<file path="config.mk">
export PLATFORM = sky130hd
export DESIGN_NAME = flit_assembler
export DESIGN_NICKNAME = d
export VERILOG_FILES = /design/src/rtl/flit_pkg.sv /design/src/rtl/flit_seq.sv /design/src/rtl/flit_crc.sv /design/src/rtl/flit_fec.sv /design/src/rtl/flit_assembler.sv
export SDC_FILE = /design/constraint.sdc
export NUM_CORES = 1
export LEC_CHECK = 0
export BUFFER_PORTS_ARGS = -buffer_cell sky130_fd_sc_hd__buf_2
export CORE_ASPECT_RATIO = 1.75
export CORE_MARGIN = 2
export CORE_UTILIZATION = 50
export CTS_BUF_LIST = sky130_fd_sc_hd__clkbuf_4
export CTS_CLUSTER_SIZE = 24
export DETAILED_ROUTE_END_ITERATION = 12
export PLACE_DENSITY = 0.68
export SLEW_MARGIN = 0
export SYNTH_ARGS = -nofsm -noshare
export SYNTH_HDL_FRONTEND = slang
export SYNTH_HIERARCHICAL = 1
export SYNTH_SLANG_ARGS = --single-unit
</file>
<file path="constraint.sdc">
create_clock -name clk -period 5.31 [get_ports clk]
set_clock_uncertainty 0.05 [all_clocks]
set_input_delay 0.531 -clock clk [delete_from_list [all_inputs] [get_ports clk]]
set_output_delay 0.531 -clock clk [all_outputs]
set_load 0.1 [all_outputs]
</file>
<file path="src/rtl/flit_pkg.sv">
package flit_pkg;

  localparam int unsigned CRC_W = 64;

  typedef enum logic [1:0] {
    SEG_PAY  = 2'd0,
    SEG_CTRL = 2'd1,
    SEG_CRC  = 2'd2,
    SEG_FEC  = 2'd3
  } seg_e;

  // One byte through the CRC register, most significant data bit first.
  function automatic logic [CRC_W-1:0] crc_step(input logic [CRC_W-1:0] state,
                                                input logic [7:0]       data,
                                                input logic [CRC_W-1:0] poly);
    logic [CRC_W-1:0] c;
    logic             fb;
    c = state;
    for (int k = 7; k >= 0; k--) begin
      fb = c[CRC_W-1] ^ data[k];
      c  = {c[CRC_W-2:0], 1'b0} ^ (fb ? poly : '0);
    end
    return c;
  endfunction

  // Multiply by the field generator 0x02 modulo x^8+x^4+x^3+x^2+1.
  function automatic logic [7:0] gf_times_alpha(input logic [7:0] a);
    return {a[6:0], 1'b0} ^ (a[7] ? 8'h1D : 8'h00);
  endfunction

endpackage

</file>
<file path="src/rtl/flit_seq.sv">
module flit_seq
  import flit_pkg::*;
#(
  parameter int unsigned PAY_BYTES  = 236,
  parameter int unsigned CTRL_BYTES = 6,
  parameter int unsigned CRC_BYTES  = 8,
  parameter int unsigned FEC_BYTES  = 6,
  parameter int unsigned IDX_W      = 8
) (
  input  logic             clk,
  input  logic             rst_n,
  input  logic             flit_en,
  output logic             run,
  output logic [IDX_W-1:0] idx,
  output logic             first,
  output logic             last,
  output seg_e             seg,
  output logic [IDX_W-1:0] seg_off
);

  localparam int unsigned FLIT_BYTES = PAY_BYTES + CTRL_BYTES + CRC_BYTES + FEC_BYTES;
  localparam logic [IDX_W-1:0] CTRL_BASE = IDX_W'(PAY_BYTES);
  localparam logic [IDX_W-1:0] CRC_BASE  = IDX_W'(PAY_BYTES + CTRL_BYTES);
  localparam logic [IDX_W-1:0] FEC_BASE  = IDX_W'(PAY_BYTES + CTRL_BYTES + CRC_BYTES);
  localparam logic [IDX_W-1:0] LAST_IDX  = IDX_W'(FLIT_BYTES - 1);

  logic             run_q;
  logic [IDX_W-1:0] idx_q;

  always_ff @(posedge clk or negedge rst_n) begin
    if (!rst_n) begin
      run_q <= 1'b0;
      idx_q <= '0;
    end else if (!run_q || idx_q == LAST_IDX) begin
      run_q <= flit_en;
      idx_q <= '0;
    end else begin
      idx_q <= idx_q + 1'b1;
    end
  end

  assign run   = run_q;
  assign idx   = idx_q;
  assign first = run_q && (idx_q == '0);
  assign last  = run_q && (idx_q == LAST_IDX);

  always_comb begin
    if (idx_q < CTRL_BASE) begin
      seg     = SEG_PAY;
      seg_off = idx_q;
    end else if (idx_q < CRC_BASE) begin
      seg     = SEG_CTRL;
      seg_off = idx_q - CTRL_BASE;
    end else if (idx_q < FEC_BASE) begin
      seg     = SEG_CRC;
      seg_off = idx_q - CRC_BASE;
    end else begin
      seg     = SEG_FEC;
      seg_off = idx_q - FEC_BASE;
    end
  end

endmodule

</file>
<file path="src/rtl/flit_crc.sv">
module flit_crc
  import flit_pkg::*;
#(
  parameter logic [CRC_W-1:0] POLY = 64'h42F0E1EBA9EA3693
) (
  input  logic             clk,
  input  logic             rst_n,
  input  logic             step,
  input  logic             restart,
  input  logic [7:0]       din,
  output logic [CRC_W-1:0] crc
);

  logic [CRC_W-1:0] crc_q;
  logic [CRC_W-1:0] base;

  assign base = restart ? '1 : crc_q;

  always_ff @(posedge clk or negedge rst_n) begin
    if (!rst_n)    crc_q <= '1;
    else if (step) crc_q <= crc_step(base, din, POLY);
  end

  assign crc = crc_q;

endmodule

</file>
<file path="src/rtl/flit_fec.sv">
module flit_fec
  import flit_pkg::*;
#(
  parameter int unsigned WAYS = 3
) (
  input  logic                    clk,
  input  logic                    rst_n,
  input  logic                    acc_en,
  input  logic                    restart,
  input  logic [7:0]              din,
  output logic [2*WAYS-1:0][7:0]  par
);

  localparam int unsigned WAY_W = (WAYS > 1) ? $clog2(WAYS) : 1;
  localparam logic [WAY_W-1:0] WAY_LAST = WAY_W'(WAYS - 1);

  logic [WAY_W-1:0] way_q;
  logic [WAY_W-1:0] way_cur;

  assign way_cur = restart ? '0 : way_q;

  always_ff @(posedge clk or negedge rst_n) begin
    if (!rst_n)      way_q <= '0;
    else if (acc_en) way_q <= (way_cur == WAY_LAST) ? '0 : way_cur + 1'b1;
  end

  for (genvar w = 0; w < WAYS; w++) begin : g_way
    logic [7:0] sum_q;
    logic [7:0] hor_q;
    logic       hit;

    assign hit = acc_en && (way_cur == WAY_W'(w));

    always_ff @(posedge clk or negedge rst_n) begin
      if (!rst_n) begin
        sum_q <= 8'h00;
        hor_q <= 8'h00;
      end else if (hit) begin
        sum_q <= (restart ? 8'h00 : sum_q) ^ din;
        hor_q <= gf_times_alpha(restart ? 8'h00 : hor_q) ^ din;
      end else if (acc_en && restart) begin
        sum_q <= 8'h00;
        hor_q <= 8'h00;
      end
    end

    assign par[2*w]   = sum_q;
    assign par[2*w+1] = hor_q;
  end

endmodule

</file>
<file path="src/rtl/flit_assembler.sv">
module flit_assembler
  import flit_pkg::*;
#(
  parameter logic [63:0] CRC_POLY   = 64'h42F0E1EBA9EA3693,
  parameter int unsigned PAY_BYTES  = 236,
  parameter int unsigned CTRL_BYTES = 6,
  parameter int unsigned FEC_WAYS   = 3,
  localparam int unsigned CRC_BYTES  = CRC_W / 8,
  localparam int unsigned FEC_BYTES  = 2 * FEC_WAYS,
  localparam int unsigned FLIT_BYTES = PAY_BYTES + CTRL_BYTES + CRC_BYTES + FEC_BYTES,
  localparam int unsigned IDX_W      = $clog2(FLIT_BYTES),
  localparam int unsigned CTRL_W     = 8 * CTRL_BYTES
) (
  input  logic              clk,
  input  logic              rst_n,
  input  logic              flit_en,
  input  logic              pay_valid,
  input  logic [7:0]        pay_data,
  output logic              pay_ready,
  input  logic [CTRL_W-1:0] ctrl_word,
  output logic              out_valid,
  output logic              out_sof,
  output logic [IDX_W-1:0]  out_idx,
  output logic [7:0]        out_data
);

  // Internal events, named for the checker
  logic             flit_run;
  logic             flit_first;
  logic             flit_last;
  logic             pay_take;
  logic             code_step;
  seg_e             seg;
  logic [IDX_W-1:0] idx;
  logic [IDX_W-1:0] seg_off;

  logic [CTRL_W-1:0]          ctrl_q;
  logic [CRC_W-1:0]           crc_val;
  logic [FEC_BYTES-1:0][7:0]  fec_par;
  logic [7:0]                 cur_byte;

  flit_seq #(
    .PAY_BYTES (PAY_BYTES),
    .CTRL_BYTES(CTRL_BYTES),
    .CRC_BYTES (CRC_BYTES),
    .FEC_BYTES (FEC_BYTES),
    .IDX_W     (IDX_W)
  ) u_seq (
    .clk    (clk),
    .rst_n  (rst_n),
    .flit_en(flit_en),
    .run    (flit_run),
    .idx    (idx),
    .first  (flit_first),
    .last   (flit_last),
    .seg    (seg),
    .seg_off(seg_off)
  );

  assign pay_ready = flit_run && (seg == SEG_PAY);
  assign pay_take  = pay_ready && pay_valid;
  assign code_step = flit_run && (seg == SEG_PAY || seg == SEG_CTRL);

  always_ff @(posedge clk or negedge rst_n) begin
    if (!rst_n)          ctrl_q <= '0;
    else if (flit_first) ctrl_q <= ctrl_word;
  end

  flit_crc #(
    .POLY(CRC_POLY)
  ) u_crc (
    .clk    (clk),
    .rst_n  (rst_n),
    .step   (code_step),
    .restart(flit_first),
    .din    (cur_byte),
    .crc    (crc_val)
  );

  flit_fec #(
    .WAYS(FEC_WAYS)
  ) u_fec (
    .clk    (clk),
    .rst_n  (rst_n),
    .acc_en (flit_run && (seg != SEG_FEC)),
    .restart(flit_first),
    .din    (cur_byte),
    .par    (fec_par)
  );

  // Byte selection for the current flit position
  always_comb begin
    logic [CTRL_W-1:0] ctrl_sh;
    logic [CRC_W-1:0]  crc_sh;
    int                sel_i;
    cur_byte = 8'h00;
    ctrl_sh  = '0;
    crc_sh   = '0;
    sel_i    = int'(seg_off);
    case (seg)
      SEG_PAY:  cur_byte = pay_take ? pay_data : 8'h00;
      SEG_CTRL: begin
        ctrl_sh  = ctrl_q >> (8 * (int'(CTRL_BYTES) - 1 - sel_i));
        cur_byte = ctrl_sh[7:0];
      end
      SEG_CRC: begin
        crc_sh   = crc_val >> (8 * (int'(CRC_BYTES) - 1 - sel_i));
        cur_byte = crc_sh[7:0];
      end
      SEG_FEC: begin
        for (int f = 0; f < int'(FEC_BYTES); f++) begin
          if (sel_i == f) cur_byte = fec_par[f];
        end
      end
      default: cur_byte = 8'h00;
    endcase
  end

  always_ff @(posedge clk or negedge rst_n) begin
    if (!rst_n) begin
      out_valid <= 1'b0;
      out_sof   <= 1'b0;
      out_idx   <= '0;
      out_data  <= 8'h00;
    end else begin
      out_valid <= flit_run;
      out_sof   <= flit_first;
      out_idx   <= idx;
      out_data  <= cur_byte;
    end
  end

endmodule

</file>
==> run summary <==
crit path launch - u_seq/idx[3]
worst path required time - 5.84 ns
drt first pass iters - 7
CP most frequent cell - buf_4
fin crit period - 5.07 ns
worst path cell trace - inv_1 > ha_1 > a21boi_1 > or2_4 > inv_2 > xnor2_2 > ha_1 > buf_4 > buf_4 > mux2_2 > a22oi_1 > a21oi_1 > a221oi_1 > o21ai_2 > xnor2_2 > xnor3_2 > xnor2_4 > buf_4 > xnor3_1 > mux2i_1
CP Launch Type - register
VDD IR max - 510 uV
Top Metal Used - met4
Vias/cell - 5.69
final hold slack - 0.0537 ns
Clk pin slew, worst setup/hold paths - 0.16 ns
width of the die - 120 um
Final Hold Viols - 0
I/O pin cnt - 79
CP delay by family, top - XOR/XNOR gates
initial core utilization - 50.8%
RSZ-0062 raised after global routing - no
Max Freq - 197 MHz
Worst Hold Launch - ctrl_word[8]
Die Y - 208 um
final wirelength - 31.3 mm
Buf+Inv Stages, Crit Path - 5
vias in the first global route - 8863
core area - 0.0233 mm^2
DIE AREA - 0.0250 mm^2
Worst-Margin Slew - 1.04 ns
Cell Area, Synth - 0.0119 mm^2
Pwr Total - 10.7 mW
first-pass GRT wire length - 48.6 mm
worst setup margin - 0.240 ns
CTS tree - built
Max transition margin - 31.0%
worst min-delay path class - in2reg
Pwr Density - 802 mW/mm^2
met1 WL - 11.7 mm
most frequent cells in the layout - dfrtp_1, mux2_2, xnor2_1
cts bufs inserted - 17
gr ovfl total - 0
share of cells above drive strength 1 - 34.1%
critical path peak fanout - 7
Arrival @ worst endpoint - 5.60 ns
Bufs on Longest Clock Path - 2
Worst-Skew Late Latency - 0.66 ns
Leakage - 5.81 nW
DRC - 0
YS warnings - 6
Post-Syn Nets - 1142
status - finished clean
Final TNS setup - 0 ns
clk sink count - 189
GRT Overall Usage - 25.5%
wire length on met2 - 16.8 mm
Final ANT Viol Nets - 0
Gate Count Post-Synth - 1072
R2R Path Start - u_seq/idx[3]
Setup Crit Path Kind - reg2reg
Cell Rows - 74
largest net degree at the start of global routing - 95
CTS H-tree depth - 4
CP endpoint kind - register
First DRT Iteration DRCs - 722
initial antenna violation count - 3
setup violators final - 0
gpl congestion - 0.961
DR vias - 8490
met3 wire len - 1.13 mm
most common cell after layout, fill and taps aside - dfrtp_1
nets - 1243
pre-CTS WS - 0.188 ns
fin crit share - 95.5%
Maximum Capacitance Violations - 0
Slew Limit Fails - 0
Largest stage delay, worst path - 0.56 ns
detailed placer's ending HPWL - 22.7 mm
WL/cell - 20.9 um
Worst path slowest cell - xnor3_2
CTS root buffer - clkbuf_4
syn_area_per_cell - 11.1 um^2
Port-buffer cells - 78
Area Overhead vs Synth - 12.1%
path summary, 6_finish.rpt:
check	end	slack, ns	cells after the start
max	u_crc/crc[53]	0.24	20
min	ctrl_q[8]	0.05	2
max reg2reg	u_crc/crc[53]	0.24	20
min reg2reg	u_crc/crc[52]	0.45	2
max in group asynchronous	ctrl_q[46]	3.60	3
min in group asynchronous	u_seq/idx[1]	0.46	2
routing by layer:
metal / GRT usage [%] / up-vias
met3: 4.62 / 82
met5: 0 / -
met4: 13.8 / 0
li1: - / 3935
met2: 45.8 / 224
met1: 28.0 / 4249
where the power goes:
part           switching (mW)  total [mW]  internal (mW)  leakage [nW]
registers               0.463        2.75           2.28          2.16
logic                    2.95        7.08           4.13          3.50
clock network           0.529       0.820          0.292         0.147
metrics by stage:
| step | util, % | cells | area (um^2) |
|---|---|---|---|
| after floorplan | - | 1072 | 11900 |
| after global placement | 54.9 | 1445 | 12800 |
| after detailed placement | 54.9 | 1445 | 12800 |
| after CTS | 56.5 | 1487 | 13200 |
| after global routing | 57.0 | 1493 | 13300 |
| final | 57.0 | 1493 | 13300 |
worst reg2reg max path: cells and delay by family (launching register included):
kind	cells	cell delay, ns
flops	1	0.46
simple gates	1	0.20
compound gates	5	1.09
xor+xnor	5	1.47
fa+ha+maj	2	0.53
buf+inv	5	0.72
mux	2	0.47
sequential cells by signal (all words and copies together), names as in the netlist, 2 cells and up:
register           flops
ctrl_q                48
out_data               8
out_idx                8
u_crc/crc             64
u_fec/g_way.hor_q     24
u_fec/g_way.sum_q     24
u_fec/way_q            2
u_seq/idx              8
layout make-up:
| type | count | area, um^2 |
|---|---|---|
| antenna | 3 | 7.51 |
| clock buffer | 19 | 143 |
| clock inverter | 13 | 140 |
| fill | 2037 | 10000 |
| inverter | 26 | 97.6 |
| multi-input combinational | 781 | 6690 |
| sequential | 189 | 4810 |
| tap | 304 | 380 |
| timing repair buffer | 158 | 1020 |
repair_timing:
item | CTS | global route
gates resized for setup | 0 | 11
hold buffers | 10 | 0
hold endpoints to repair | 50 | 0
setup endpoints to repair | 0 | 25
buffers inserted | 0 | 3
(Power assumes the default switching activity.)
